`config.mk`:
```
export PLATFORM = sky130hd
export DESIGN_NAME = opmode_ctrl
export DESIGN_NICKNAME = d
export VERILOG_FILES = /design/src/rtl/opmode_pkg.sv /design/src/rtl/opmode_arch_sel.sv /design/src/rtl/opmode_smm_ctx.sv /design/src/rtl/opmode_onehot.sv /design/src/rtl/opmode_ctrl.sv
export SDC_FILE = /design/constraint.sdc
export NUM_CORES = 1
export LEC_CHECK = 0
export CAP_MARGIN = 20
export CORE_MARGIN = 2
export CORE_UTILIZATION = 30
export CTS_BUF_LIST = sky130_fd_sc_hd__clkbuf_4
export DETAILED_ROUTE_END_ITERATION = 10
export GPL_ROUTABILITY_DRIVEN = 1
export PLACE_DENSITY = 0.61
export SETUP_SLACK_MARGIN = 0.3
export SYNTH_ARGS = -nofsm -noshare
export SYNTH_HDL_FRONTEND = slang
export SYNTH_HIERARCHICAL = 1
export SYNTH_SLANG_ARGS = --single-unit
```
`constraint.sdc`:
```
create_clock -name clk -period 1.8 [get_ports clk]
set_clock_uncertainty 0.15 [all_clocks]
set_input_delay 0.36 -clock clk [delete_from_list [all_inputs] [get_ports clk]]
set_output_delay 0.36 -clock clk [all_outputs]
set_load 0.03 [all_outputs]
```
`src/rtl/opmode_pkg.sv`:
```
package opmode_pkg;

   localparam int MODE_W    = 3;
   localparam int NUM_MODES = 6;

   typedef enum logic [MODE_W-1:0] {
      MODE_REAL   = 3'd0,
      MODE_PROT   = 3'd1,
      MODE_V86    = 3'd2,
      MODE_COMPAT = 3'd3,
      MODE_LONG64 = 3'd4,
      MODE_SMM    = 3'd5
   } opmode_e;

endpackage

```
`src/rtl/opmode_arch_sel.sv`:
```
// Combinational choice of the next ordinary (non-management) mode.
module opmode_arch_sel
   import opmode_pkg::*;
(
   input  opmode_e cur_mode_i,
   input  logic    lma_cur_i,
   input  logic    prot_en_i,
   input  logic    paging_i,
   input  logic    long_en_i,
   input  logic    v86_flag_i,
   input  logic    code_long_i,
   output opmode_e next_mode_o,
   output logic    next_lma_o
);

   logic from_prot;
   logic lma_n;

   assign from_prot = (cur_mode_i == MODE_PROT);
   // Long mode turns on only from protected mode and stays on while paged.
   assign lma_n = prot_en_i & paging_i & (lma_cur_i | (from_prot & long_en_i));

   always_comb begin
      if (!prot_en_i)
         next_mode_o = MODE_REAL;
      else if (lma_n)
         next_mode_o = code_long_i ? MODE_LONG64 : MODE_COMPAT;
      else if (v86_flag_i)
         next_mode_o = MODE_V86;
      else
         next_mode_o = MODE_PROT;
   end

   assign next_lma_o = lma_n;

endmodule

```
`src/rtl/opmode_smm_ctx.sv`:
```
// Records the interrupted mode and counts interrupts pending during management mode.
module opmode_smm_ctx
   import opmode_pkg::*;
#(
   parameter int PEND_W = 2
) (
   input  logic    clk,
   input  logic    rst_n,
   input  logic    in_smm_i,
   input  logic    smi_i,
   input  logic    resume_i,
   input  opmode_e cur_mode_i,
   output logic    enter_o,
   output logic    leave_o,
   output opmode_e saved_mode_o,
   output logic    pend_nz_o
);

   localparam logic [PEND_W-1:0] PEND_MAX = {PEND_W{1'b1}};

   logic [PEND_W-1:0] pend_q;
   opmode_e           saved_q;

   assign pend_nz_o = (pend_q != '0);
   assign enter_o   = !in_smm_i && (smi_i || pend_nz_o);
   assign leave_o   = in_smm_i && resume_i;

   always_ff @(posedge clk) begin
      if (!rst_n) begin
         saved_q <= MODE_REAL;
         pend_q  <= '0;
      end else begin
         if (enter_o)
            saved_q <= cur_mode_i;
         if (in_smm_i) begin
            if (smi_i && pend_q != PEND_MAX)
               pend_q <= pend_q + 1'b1;
         end else if (enter_o && !smi_i && pend_nz_o) begin
            pend_q <= pend_q - 1'b1;
         end
      end
   end

   assign saved_mode_o = saved_q;


   saved_hold_chk: assert property (@(posedge clk) disable iff (!rst_n)
      in_smm_i |=> $stable(saved_q));


   pend_sat_chk: assert property (@(posedge clk) disable iff (!rst_n)
      (in_smm_i && pend_q == PEND_MAX) |=> (pend_q == PEND_MAX));


   saved_not_smm_chk: assert property (@(posedge clk) disable iff (!rst_n)
      enter_o |=> (saved_q != MODE_SMM));

endmodule

```
`src/rtl/opmode_onehot.sv`:
```
// Expands an encoded mode into a one-hot vector.
module opmode_onehot #(
   parameter int CODE_W = 3,
   parameter int NUM    = 6
) (
   input  logic [CODE_W-1:0] code_i,
   output logic [NUM-1:0]    onehot_o
);

   for (genvar i = 0; i < NUM; i++) begin : g_bit
      assign onehot_o[i] = (code_i == CODE_W'(i));
   end

endmodule

```
`src/rtl/opmode_ctrl.sv`:
```
module opmode_ctrl
   import opmode_pkg::*;
#(
   parameter int PEND_W = 2
) (
   input  logic                 clk,
   input  logic                 rst_n,
   input  logic                 prot_en_i,
   input  logic                 paging_i,
   input  logic                 long_en_i,
   input  logic                 v86_flag_i,
   input  logic                 code_long_i,
   input  logic                 smi_i,
   input  logic                 resume_i,
   output logic [MODE_W-1:0]    mode_o,
   output logic [NUM_MODES-1:0] mode_onehot_o,
   output logic                 long_active_o
);

   localparam int PW = (PEND_W < 1) ? 1 : PEND_W;

   opmode_e mode_q;
   logic    lma_q;
   opmode_e arch_mode;
   logic    arch_lma;
   logic    in_smm;
   logic    enter;
   logic    leave;
   logic    pend_nz;
   opmode_e saved_mode;

   assign in_smm = (mode_q == MODE_SMM);

   opmode_arch_sel u_arch (
      .cur_mode_i  (mode_q),
      .lma_cur_i   (lma_q),
      .prot_en_i   (prot_en_i),
      .paging_i    (paging_i),
      .long_en_i   (long_en_i),
      .v86_flag_i  (v86_flag_i),
      .code_long_i (code_long_i),
      .next_mode_o (arch_mode),
      .next_lma_o  (arch_lma)
   );

   opmode_smm_ctx #(.PEND_W(PW)) u_smm (
      .clk          (clk),
      .rst_n        (rst_n),
      .in_smm_i     (in_smm),
      .smi_i        (smi_i),
      .resume_i     (resume_i),
      .cur_mode_i   (mode_q),
      .enter_o      (enter),
      .leave_o      (leave),
      .saved_mode_o (saved_mode),
      .pend_nz_o    (pend_nz)
   );

   always_ff @(posedge clk) begin
      if (!rst_n) begin
         mode_q <= MODE_REAL;
         lma_q  <= 1'b0;
      end else if (enter) begin
         mode_q <= MODE_SMM;
      end else if (leave) begin
         mode_q <= saved_mode;
      end else if (!in_smm) begin
         mode_q <= arch_mode;
         lma_q  <= arch_lma;
      end
   end

   opmode_onehot #(.CODE_W(MODE_W), .NUM(NUM_MODES)) u_oh (
      .code_i   (mode_q),
      .onehot_o (mode_onehot_o)
   );

   assign mode_o        = mode_q;
   assign long_active_o = lma_q;


   v86_no_lma_chk: assert property (@(posedge clk) disable iff (!rst_n)
      (mode_q == MODE_V86) |-> !lma_q);


   lma_mode_agree_chk: assert property (@(posedge clk) disable iff (!rst_n)
      (mode_q != MODE_SMM) |-> (lma_q == (mode_q == MODE_COMPAT || mode_q == MODE_LONG64)));


   real_when_off_chk: assert property (@(posedge clk) disable iff (!rst_n)
      (mode_q != MODE_SMM && !smi_i && !pend_nz && !prot_en_i) |=> (mode_q == MODE_REAL && !lma_q));


   smi_enter_chk: assert property (@(posedge clk) disable iff (!rst_n)
      (mode_q != MODE_SMM && smi_i) |=> (mode_q == MODE_SMM));


   resume_exact_chk: assert property (@(posedge clk) disable iff (!rst_n)
      (mode_q == MODE_SMM && resume_i) |=> (mode_q == $past(saved_mode)));


   lma_frozen_chk: assert property (@(posedge clk) disable iff (!rst_n)
      (mode_q == MODE_SMM) |=> $stable(lma_q));


   onehot_chk: assert property (@(posedge clk) disable iff (!rst_n)
      ($countones(mode_onehot_o) == 1 && mode_onehot_o[mode_q]));

endmodule

```
==> results.sh <==
export IMPL_diodes=0
export IMPL_setup_violations=0
export IMPL_period_minus_slack_ns=1.623
export IMPL_fin_area_sq_mm=0.001075
export IMPL_gp_congestion=0.6781
export IMPL_cts_sinks=9
export IMPL_avgSynthCellArea_sq_um=9.270
export IMPL_path_delay_family="simple AND/OR/NAND/NOR gates"
export IMPL_p_sw_share_pct=31.19
export IMPL_p_sw_mw=0.1923
export IMPL_dr_pass1_iters=4
export IMPL_cp_depth=7
export IMPL_die_x_um=49.16
export IMPL_portBuffers=18
export IMPL_syn_inst=66
export IMPL_clockRootBuffer="clkbuf_4"
export IMPL_crit_path_start_kind="register"
export IMPL_grt_pass1_vias=651
export IMPL_min_path_type="reg2reg"
export IMPL_placed_area_sq_um=882.1
export IMPL_insertion_delay_ns=0.27
export IMPL_core_rowCount=16
export IMPL_grt_pass1_wl_um=2773
export IMPL_grt_overflow=0
export IMPL_endpoint_kind="register"
export IMPL_timing_final_hold_violations=0
export IMPL_core_sq_mm=0.001942
export IMPL_dr_first_iter_drc_count=6
export IMPL_cp_slowest_cell="dfxtp_4"
export IMPL_clkPwrFrac_pct=28.1
export IMPL_cts_htree_levels=1
export IMPL_via_count=651
export IMPL_worstSetupPathType="reg2reg"
export IMPL_grt_usage_pct=14.95
export IMPL_initial_core_util_pct=31.51
export IMPL_tightest_slew_ns=0.2551
export IMPL_syn_to_final_growth_pct=75.66
export IMPL_rsz0062_at_grt="yes"
export IMPL_totalWireLength_um=1637
export IMPL_max_cap_violations=0
export IMPL_final_period_utilization_pct=90.18
export IMPL_cts_buffers=3
export IMPL_layout_drive_gt1_share_pct=57.01
export IMPL_path_cells="and4bb_2, buf_6, a2bb2oi_2, a21boi_2, nand2b_2, a2bb2oi_2, nor3b_2"
export IMPL_critPathMostFrequentCell="a2bb2oi_2"
export IMPL_syn_area_sq_um=611.8
export IMPL_fmax_ghz=0.6160
export IMPL_hpwl_um=1028
export IMPL_hold_path_depth=2
export IMPL_path_max_fanout=6
export IMPL_fin_cells=134
export IMPL_slew_viol_final=0
export IMPL_slowest_delay_ns=0.37
export IMPL_worstRegToRegCells=7
export IMPL_regArea_sq_um=191.4
export IMPL_route_detailed_drc=0
export IMPL_pin_count=19
export IMPL_viasPerCell=4.858
export IMPL_clock_path_buffers=2
export IMPL_internal_power_mw=0.4241
export IMPL_p_comb_share_pct=35.8
export IMPL_ir_drop_mv=0.4533
export IMPL_cp_arrival_ns=1.67
export IMPL_die_area_sq_mm=0.002417
export IMPL_multi_input_area_sq_um=462.9
export IMPL_dieHeight_um=49.16
export IMPL_status="finished clean"
export IMPL_power_leakage_nw=0.4687
export IMPL_slew_headroom_pct=82.85
export IMPL_yosysWarnings=6
export IMPL_num_nets_final=117
export IMPL_powerDensity_mw_per_mm2=573.5
export IMPL_pwr_share_seq_pct=36.1
export IMPL_grt_max_degree=12
export IMPL_fillerInstances=183
export IMPL_hold_buffers=0
export IMPL_antenna_found_initial=0
export IMPL_placedCellCount=117
export IMPL_cp_buffers_inverters=1
export IMPL_cts_tree="yes"
export IMPL_wl_per_cell_um=12.22
export IMPL_synth_nets=75
export IMPL_antenna_left=0
export IMPL_required_ns=1.84
export IMPL_clkTransAtPathRegs_ns=0.07
worst register-to-register path, delay by kind of cell (launching register included):
kind | cells | cell delay [ns]
AO/OA/AOI/OAI | 3 | 0.43
AND/OR/NAND/NOR | 3 | 0.48
flip-flops | 1 | 0.37
buffers and inverters | 1 | 0.12
metal layers:
layer	vias up	part of all wire, %	wire length (um)	track usage (%)
met4	0	1.2	20	4.286
met3	5	5.1	83	6.442
li1	326	-	-	-
met5	-	0	0	0
met2	11	51	827	25.00
met1	309	43	706	17.17
cells in the final DEF, fill, tap and decap left out, types with 2 or more instances in the layout:
cell type        count
buf_6               10
and3b_2              3
dfxtp_1              6
clkdlybuf4s50_1      7
buf_4               17
dfxtp_4              3
clkbuf_4             4
nor3_2               2
nor3b_2              4
clkbuf_2             2
nor4_2               2
mux2i_1              3
inv_1                2
a2bb2oi_2            2
nand2_1              9
nor2_1               3
power groups by stage:
stage / Sequential, mW / Combinational (mW) / Clock (mW)
finish: 0.222 / 0.221 / 0.173
global placement: 0.229 / 0.171 / 0
global route: 0.225 / 0.237 / 0.201
detailed placement: 0.229 / 0.173 / 0
floorplan: 0.237 / 0.0912 / 0
CTS: 0.221 / 0.197 / 0.178
metrics by stage:
stage	worst slack (ns)	power [mW]	setup TNS (ns)	utilization, %	hold slack, ns
2_1_floorplan	0.1069	0.3280	0	-	0.2847
3_3_place_gp	-0.1560	0.4004	-0.3463	45.43	0.2999
3_5_place_dp	-0.1490	0.4021	-0.3783	45.43	0.3105
4_1_cts	0.1468	0.5953	0	50.39	0.3213
5_1_grt	0.1110	0.6631	0	55.35	0.3339
6_report	0.1767	0.6164	0	55.35	0.3221
flip-flops by register name, summed over array words and instances, names as in the netlist:
signal,count
u_smm/saved_mode_o,3
mode_o,3
u_smm/pend_q,2
long_active_o,1
layout make-up:
type | count | area share, %
Clock buffer | 4 | 2.794
Inverter | 3 | 1.048
Multi-Input combinational cell | 52 | 43.07
Sequential cell | 9 | 17.81
Tap cell | 27 | 3.143
Timing Repair Buffer | 39 | 32.13
worst paths after layout:
path                                                         start                                  to  slack, ns
worst max-delay path                        mode_o[2]$_SDFFE_PN0P_              mode_o[1]$_SDFFE_PP0P_       0.18
worst min-delay path            u_smm/saved_mode_o[0]$_SDFFE_PN0P_  u_smm/saved_mode_o[0]$_SDFFE_PN0P_       0.32
worst max register to register              mode_o[2]$_SDFFE_PN0P_              mode_o[1]$_SDFFE_PP0P_       0.18
worst min register to register  u_smm/saved_mode_o[0]$_SDFFE_PN0P_  u_smm/saved_mode_o[0]$_SDFFE_PN0P_       0.32
repair_timing:
item / CTS / global route
gates resized for setup: 60 / 17
hold endpoints to repair: 0 / 0
pin swaps: 6 / 12
setup endpoints to repair: 17 / 16
setup buffers: 6 / 7
No activity file was read; power rests on OpenSTA's default activity.
